===== src/rtl/pwm_pkg.sv =====
package pwm_pkg;

  // Width of the sub-step count that extends the counter.
  localparam int SUB_W = 2;

  // Bit positions inside the mode word.
  localparam int MODE_EN_BIT = 2;

  // Prescale select codes.
  typedef enum logic [1:0] {
    PRE_DIV1  = 2'd0,
    PRE_DIV4  = 2'd1,
    PRE_DIV16 = 2'd2,
    PRE_ALT16 = 2'd3
  } preSel_t;

  // Strobes passed from the control to the datapath.
  typedef struct packed {
    logic start;   // enable write: restart and load the active duty
    logic stop;    // disable write: force the output low
    logic tick;    // the sub-step position advances at this edge
    logic wrap;    // the period ends at this edge
  } pwmStrobe_t;

endpackage


===== src/rtl/pwm_ctrl.sv =====
module pwm_ctrl
  import pwm_pkg::*;
#(
  parameter int CNT_W = 8,
  localparam int POS_W = CNT_W + SUB_W
) (
  input  logic             clk,
  input  logic             rstN,
  input  logic             wrPeriod,
  input  logic             wrMode,
  input  logic [CNT_W-1:0] wrData,
  output pwmStrobe_t       strobe,
  output logic [POS_W-1:0] pos
);

  localparam int PRE_W = 4;
  localparam logic [SUB_W-1:0] SUB_LAST = '1;

  logic             runEn;
  preSel_t          preSel;
  logic [PRE_W-1:0] preCnt;
  logic [PRE_W-1:0] preLimit;
  logic [SUB_W-1:0] subCnt;
  logic [CNT_W-1:0] baseCnt;
  logic [CNT_W-1:0] periodReg;
  logic             tick;
  logic             wrapHit;

  // Terminal count of the prescaler for each select code.
  always_comb begin
    unique case (preSel)
      PRE_DIV1:  preLimit = 4'd0;
      PRE_DIV4:  preLimit = 4'd3;
      default:   preLimit = 4'd15;
    endcase
  end

  assign tick    = runEn && (preCnt == preLimit);
  assign wrapHit = tick && (subCnt == SUB_LAST) && (baseCnt == periodReg);

  always_comb begin
    strobe.start = wrMode && wrData[MODE_EN_BIT];
    strobe.stop  = wrMode && !wrData[MODE_EN_BIT];
    strobe.tick  = tick && !wrMode;
    strobe.wrap  = wrapHit && !wrMode;
  end

  assign pos = {baseCnt, subCnt};

  // Period register.
  always_ff @(posedge clk or negedge rstN) begin
    if (!rstN) begin
      periodReg <= '0;
    end else if (wrPeriod) begin
      periodReg <= wrData;
    end
  end

  // Mode register and time base.
  always_ff @(posedge clk or negedge rstN) begin
    if (!rstN) begin
      runEn   <= 1'b0;
      preSel  <= PRE_DIV1;
      preCnt  <= '0;
      subCnt  <= '0;
      baseCnt <= '0;
    end else if (wrMode) begin
      runEn   <= wrData[MODE_EN_BIT];
      preSel  <= preSel_t'(wrData[1:0]);
      preCnt  <= '0;
      subCnt  <= '0;
      baseCnt <= '0;
    end else if (tick) begin
      preCnt <= '0;
      subCnt <= subCnt + 1'b1;
      if (subCnt == SUB_LAST) begin
        baseCnt <= wrapHit ? '0 : baseCnt + 1'b1;
      end
    end else if (runEn) begin
      preCnt <= preCnt + 1'b1;
    end
  end

  AST_PRE_IN_RANGE: assert property (@(posedge clk) disable iff (!rstN)
    preCnt <= preLimit);

  AST_POS_HOLD: assert property (@(posedge clk) disable iff (!rstN)
    (runEn && !tick && !wrMode) |=> $stable(pos));

  AST_WRAP_TO_ZERO: assert property (@(posedge clk) disable iff (!rstN)
    strobe.wrap |=> (pos == '0));

  AST_IDLE_FROZEN: assert property (@(posedge clk) disable iff (!rstN)
    (!runEn && !wrMode) |=> ($stable(pos) && $stable(preCnt)));

  AST_STROBE_EXCL: assert property (@(posedge clk) disable iff (!rstN)
    $onehot0({strobe.start, strobe.stop, strobe.wrap}));

endmodule


===== src/rtl/pwm_datapath.sv =====
module pwm_datapath
  import pwm_pkg::*;
#(
  parameter int CNT_W = 8,
  localparam int POS_W  = CNT_W + SUB_W,
  localparam int DUTY_W = CNT_W + SUB_W
) (
  input  logic              clk,
  input  logic              rstN,
  input  pwmStrobe_t        strobe,
  input  logic [POS_W-1:0]  pos,
  input  logic              wrDutyHi,
  input  logic              wrDutyLo,
  input  logic [CNT_W-1:0]  wrData,
  output logic [DUTY_W-1:0] activeDuty,
  output logic              pwmOut
);

  logic [CNT_W-1:0] stageHi;
  logic [SUB_W-1:0] stageLo;
  logic [CNT_W-1:0] liveHi;
  logic [SUB_W-1:0] liveLo;   // separate latch for the two low bits
  logic [DUTY_W-1:0] stageDuty;
  logic [POS_W:0]    nextPos;
  logic              clearHit;
  logic              loadLive;
  logic              outReg;

  assign stageDuty  = {stageHi, stageLo};
  assign activeDuty = {liveHi, liveLo};
  assign loadLive   = strobe.start || strobe.wrap;

  // Position after this tick, one bit wider so that it cannot wrap.
  assign nextPos  = {1'b0, pos} + {{POS_W{1'b0}}, 1'b1};
  assign clearHit = strobe.tick && (nextPos == {1'b0, activeDuty});

  // Staging buffer, written at any time.
  always_ff @(posedge clk or negedge rstN) begin
    if (!rstN) begin
      stageHi <= '0;
      stageLo <= '0;
    end else begin
      if (wrDutyHi) stageHi <= wrData;
      if (wrDutyLo) stageLo <= wrData[SUB_W-1:0];
    end
  end

  // Active duty latch, loaded only on a restart or a period boundary.
  always_ff @(posedge clk or negedge rstN) begin
    if (!rstN) begin
      liveHi <= '0;
      liveLo <= '0;
    end else if (loadLive) begin
      liveHi <= stageHi;
      liveLo <= stageLo;
    end
  end

  // Set/reset output stage. A boundary takes priority over a compare clear.
  always_ff @(posedge clk or negedge rstN) begin
    if (!rstN) begin
      outReg <= 1'b0;
    end else if (strobe.stop) begin
      outReg <= 1'b0;
    end else if (loadLive) begin
      outReg <= (stageDuty != '0);
    end else if (clearHit) begin
      outReg <= 1'b0;
    end
  end

  assign pwmOut = outReg;

  AST_DUTY_HOLD: assert property (@(posedge clk) disable iff (!rstN)
    !loadLive |=> $stable(activeDuty));

  AST_DUTY_LOAD: assert property (@(posedge clk) disable iff (!rstN)
    loadLive |=> (activeDuty == $past(stageDuty)));

  AST_ZERO_STAYS_LOW: assert property (@(posedge clk) disable iff (!rstN)
    (activeDuty == '0) |-> !pwmOut);

  AST_STOP_LOW: assert property (@(posedge clk) disable iff (!rstN)
    strobe.stop |=> !pwmOut);

  AST_START_SET: assert property (@(posedge clk) disable iff (!rstN)
    (strobe.start && (stageDuty != '0)) |=> pwmOut);

endmodule


===== src/rtl/pwm_dbuf.sv =====
module pwm_dbuf
  import pwm_pkg::*;
#(
  parameter int CNT_W = 8,
  localparam int POS_W  = CNT_W + SUB_W,
  localparam int DUTY_W = CNT_W + SUB_W
) (
  input  logic              clk,
  input  logic              rstN,
  input  logic              wrPeriod,
  input  logic              wrDutyHi,
  input  logic              wrDutyLo,
  input  logic              wrMode,
  input  logic [CNT_W-1:0]  wrData,
  output logic [DUTY_W-1:0] activeDuty,
  output logic              pwmOut
);

  pwmStrobe_t       strobe;
  logic [POS_W-1:0] pos;

  pwm_ctrl #(.CNT_W(CNT_W)) ctrl_i (
    .clk      (clk),
    .rstN     (rstN),
    .wrPeriod (wrPeriod),
    .wrMode   (wrMode),
    .wrData   (wrData),
    .strobe   (strobe),
    .pos      (pos)
  );

  pwm_datapath #(.CNT_W(CNT_W)) data_i (
    .clk        (clk),
    .rstN       (rstN),
    .strobe     (strobe),
    .pos        (pos),
    .wrDutyHi   (wrDutyHi),
    .wrDutyLo   (wrDutyLo),
    .wrData     (wrData),
    .activeDuty (activeDuty),
    .pwmOut     (pwmOut)
  );

endmodule


===== config.mk =====
export PLATFORM = sky130hd
export DESIGN_NAME = pwm_dbuf
export DESIGN_NICKNAME = d
export VERILOG_FILES = /design/src/rtl/pwm_pkg.sv /design/src/rtl/pwm_ctrl.sv /design/src/rtl/pwm_datapath.sv /design/src/rtl/pwm_dbuf.sv
export SDC_FILE = /design/constraint.sdc
export NUM_CORES = 1
export LEC_CHECK = 0
export BUFFER_PORTS_ARGS = -buffer_cell sky130_fd_sc_hd__buf_2
export CORE_ASPECT_RATIO = 0.75
export CORE_MARGIN = 2
export CORE_UTILIZATION = 45
export DETAILED_ROUTE_END_ITERATION = 10
export HOLD_SLACK_MARGIN = 0.1
export PLACE_DENSITY = 0.65
export SLEW_MARGIN = 10
export SYNTH_ARGS = -nofsm -noshare
export SYNTH_HDL_FRONTEND = slang
export SYNTH_SLANG_ARGS = --single-unit

===== constraint.sdc =====
create_clock -name clk -period 3.8 [get_ports clk]
set_clock_uncertainty 0.05 [all_clocks]
set_input_delay 0.19 -clock clk [delete_from_list [all_inputs] [get_ports clk]]
set_output_delay 0.19 -clock clk [all_outputs]
set_load 0.005 [all_outputs]

==> summary.md <==
| Metric | Value |
|---|---|
| Final worst slack | 1.19 ns |
| Layout area overhead | 13.6% |
| Hold endpoint | ctrl_i.periodReg[2] |
| Met3 Use GR | 4.09% |
| Post-synth ARST share | 100% |
| XOR/XNOR Fraction of Synth Area | 9.16% |
| Number of DRC markers in iteration 0 | 119 |
| Beginning of the critical path | ctrl_i.preSel[1] |
| Synth top area share | 48.2% |
| Avg WL per Cell | 14.9 um |
| Port Buffers | 24 |
| # DRC | 0 |
| Distinct cell type count after synthesis | 40 |
| Post-synthesis compound-gate area fraction | 7.59% |
| Total Power | 1.06 mW |
| Gr ovfl total | 0 |
| Area leader, netlist | dfrtp_1 |
| Most frequent cells in the layout | 46 x dfrtp_1, 24 x buf_2, 21 x mux2_2 |
| Hold WS | 0.125 ns |
| Post-synth EDFFs | 0 |
| FMAX | 384 MHz |
| Leak pwr | 1.17 nW |
| Vias in the first global route | 1556 |
| Pin count of the biggest net entering global routing | 47 |
| WP data arrival | 2.74 ns |
| CP required | 3.94 ns |
| Initial core utilization | 47.7% |
| Largest family of logic cells by synthesized area | multiplexers |
| Routed vias/inst | 5.28 |
| Pre-CTS setup slack | 1.20 ns |
| Diodes inserted | 0 |
| Worst min-delay path class | in -> reg |
| Slew Viols, Final | 0 |
| Setup TNS | 0 ns |
| Hold_buf cts | 7 |
| Vias | 1642 |
| Root Driver | clkbuf_8 |
| Clk Latency, worst-skew pair | 0.30 ns |
| Syn Nets | 228 |
| Chip Height | 67.1 um |
| Post-CTS sizing | 0 |
| GRT met2 Usage | 25.2% |
| Adder-cell share of the synthesized area | 2.09% |
| Max-cap violations | 0 |
| Die X | 88.1 um |
| Clk sinks | 46 |
| I/O pin count | 25 |
| Synth Area in Simple Gates | 14.2% |
| First-pass detailed-route iteration total | 4 |
| Peak VDD IR | 0.000294 V |
| Synthesized flop and latch total | 46 |
| Worst Hold Depth | 2 |
| Max stage delay on crit path | 0.57 ns |
| Final setup fails | 0 |
| Status | finished, final reports clean |
| Syn Inst Count | 210 |
| GRT busiest layer | met1 |
| Mux cell area share after synthesis | 16.4% |
| GRT Total Usage | 18.3% |
| Max_slew headroom | 34.1% |
| Synth Warn # | 0 |
| WL final | 4640 um |
| HPWL Detailed | 3410 um |
| CTS clk-pin slew, worst paths | 0.08 ns |
| Max stage delay cell, worst path | a221oi_4 |
| Synthesized area | 2390 sq um |
| Crit Path Category | reg -> reg |
| Row cnt | 22 |
| CP delay by family, top | compound AO/OA/AOI/OAI gates |
| P per Cell Area | 389 nW/um^2 |
| Clk buf depth | 2 |
| Crit path cell chain | or4_4, a221oi_4, nand2_2, o21a_1, mux2_4 |
| Commonest non-fill, non-tap cell in the layout | dfrtp_1 |
| Min-delay src | wrData[2] |
| Synth Area per Inst | 11.4 sq um |
| Gp weighted congestion | 0.799 |
| FF-to-FF path depth | 5 |
| Post-CTS setup buffers | 0 |
| Met1 Usage GRT | 28.5% |
| Synth area leaders | dfrtp_1 48%, mux2_2 9.9%, xnor2_1 5.9%, mux2_4 5.7%, xor2_1 3.3% |
| Post-route cell area | 2720 sq um |
| Min cycle time layout | 2.61 ns |
| CTS H-tree depth | 2 |
| Layout cells sized above 1 | 28.5% |
| Worst-Margin Slew | 0.988 ns |
| DRT antenna net count | 0 |
| Area post-placement | 2560 sq um |
| Seq/Total Area, Yosys | 48.2% |
| Startpoint types | flip-flop |
| Crit Reg-Reg Startpoint | ctrl_i.preSel[1] |
| First-pass GRT wire length | 8050 um |
| Final-stage net count | 256 |
| RSZ-0062 raised after global routing | false |
| Critical R2R Capture | data_i.liveHi[0] |
| Synth Flop Type | dfrtp_1 |
| Core ar. | 5010 sq um |
| CP Capture Type | flip-flop |
| CTS tree | yes |
| Hold Violations, Final | 0 |
| Reg2reg setup slack | 1.19 ns |
| Final period utilization | 68.6% |
| Die area | 5920 sq um |
| Num CTS Buffers | 5 |
| CP Max Fanout | 11 |
| Initial antenna violation count | 0 |
| Worst Path Buf+Inv | 0 |
worst register-to-register path: cells and delay by family (launching register included):
family | cells | cell delay [ns]
AND/OR/NAND/NOR | 2 | 0.65
flip-flops | 1 | 0.42
multiplexers | 1 | 0.39
AO/OA/AOI/OAI | 2 | 0.99
Yosys cell counts, types with 6 or more instances:
library cell,number
a21oi_1,9
clkbuf_1,9
dfrtp_1,46
mux2_2,21
mux2_4,9
nand2_1,10
nand3_1,7
nor2_1,15
nor3_1,6
o21ai_0,8
xnor2_1,16
xor2_1,9
logic make-up after synthesis:
group                      count (synthesis)
xor gates and xnor gates                  25
buffers and inverters                     13
and+or+nand+nor                           63
AOI/OAI and AO/OA                         27
DFF                                       46
muxes                                     32
adders and majority gates                  4
how the worst max path moves through the flow:
stage	end	slack, ns	cells after the start
final	data_i.liveHi[0]	1.19	5
after global routing	data_i.liveHi[0]	1.06	5
after detailed placement	data_i.liveHi[0]	1.20	5
after floorplan	data_i.liveHi[0]	1.50	6
after CTS	data_i.liveHi[0]	1.18	5
after global placement	data_i.liveLo[0]	1.23	5
final cells by class:
| cell class | instances | area, sq um |
|---|---|---|
| sequential | 46 | 1150 |
| inverter | 2 | 7.51 |
| timing repair buffer | 32 | 198 |
| tap | 72 | 90.1 |
| fill | 458 | 2290 |
| clock buffer | 6 | 72.6 |
| multi-input combinational | 151 | 1180 |
| clock inverter | 2 | 13.8 |
state kept, by name, indices dropped and copies added, names as in the netlist:
register,cells
data_i.pwmOut,1
ctrl_i.preCnt,4
ctrl_i.runEn,1
data_i.liveHi,8
data_i.liveLo,2
ctrl_i.baseCnt,8
ctrl_i.subCnt,2
data_i.stageHi,8
ctrl_i.preSel,2
data_i.stageLo,2
ctrl_i.periodReg,8
through the flow:
step / util [%] / cells
6_report: 54.2 / 311
5_1_grt: 54.2 / 311
4_1_cts: 54.2 / 311
3_5_place_dp: 51.1 / 296
3_3_place_gp: 51.1 / 296
2_1_floorplan: - / 210
power by group:
group / internal (mW) / switching, mW / total [mW] / leakage [nW]
clock network: 0.130 / 0.164 / 0.294 / 0.0452
registers: 0.536 / 0.0488 / 0.585 / 0.570
logic: 0.107 / 0.0700 / 0.177 / 0.558
layer usage:
layer | routed length, um | up-vias
met2 | 1970 | 35
met5 | 0 | -
li1 | - | 808
met3 | 205 | 5
met4 | 40 | 0
met1 | 2420 | 794
Power figures use the tool's default switching activity.
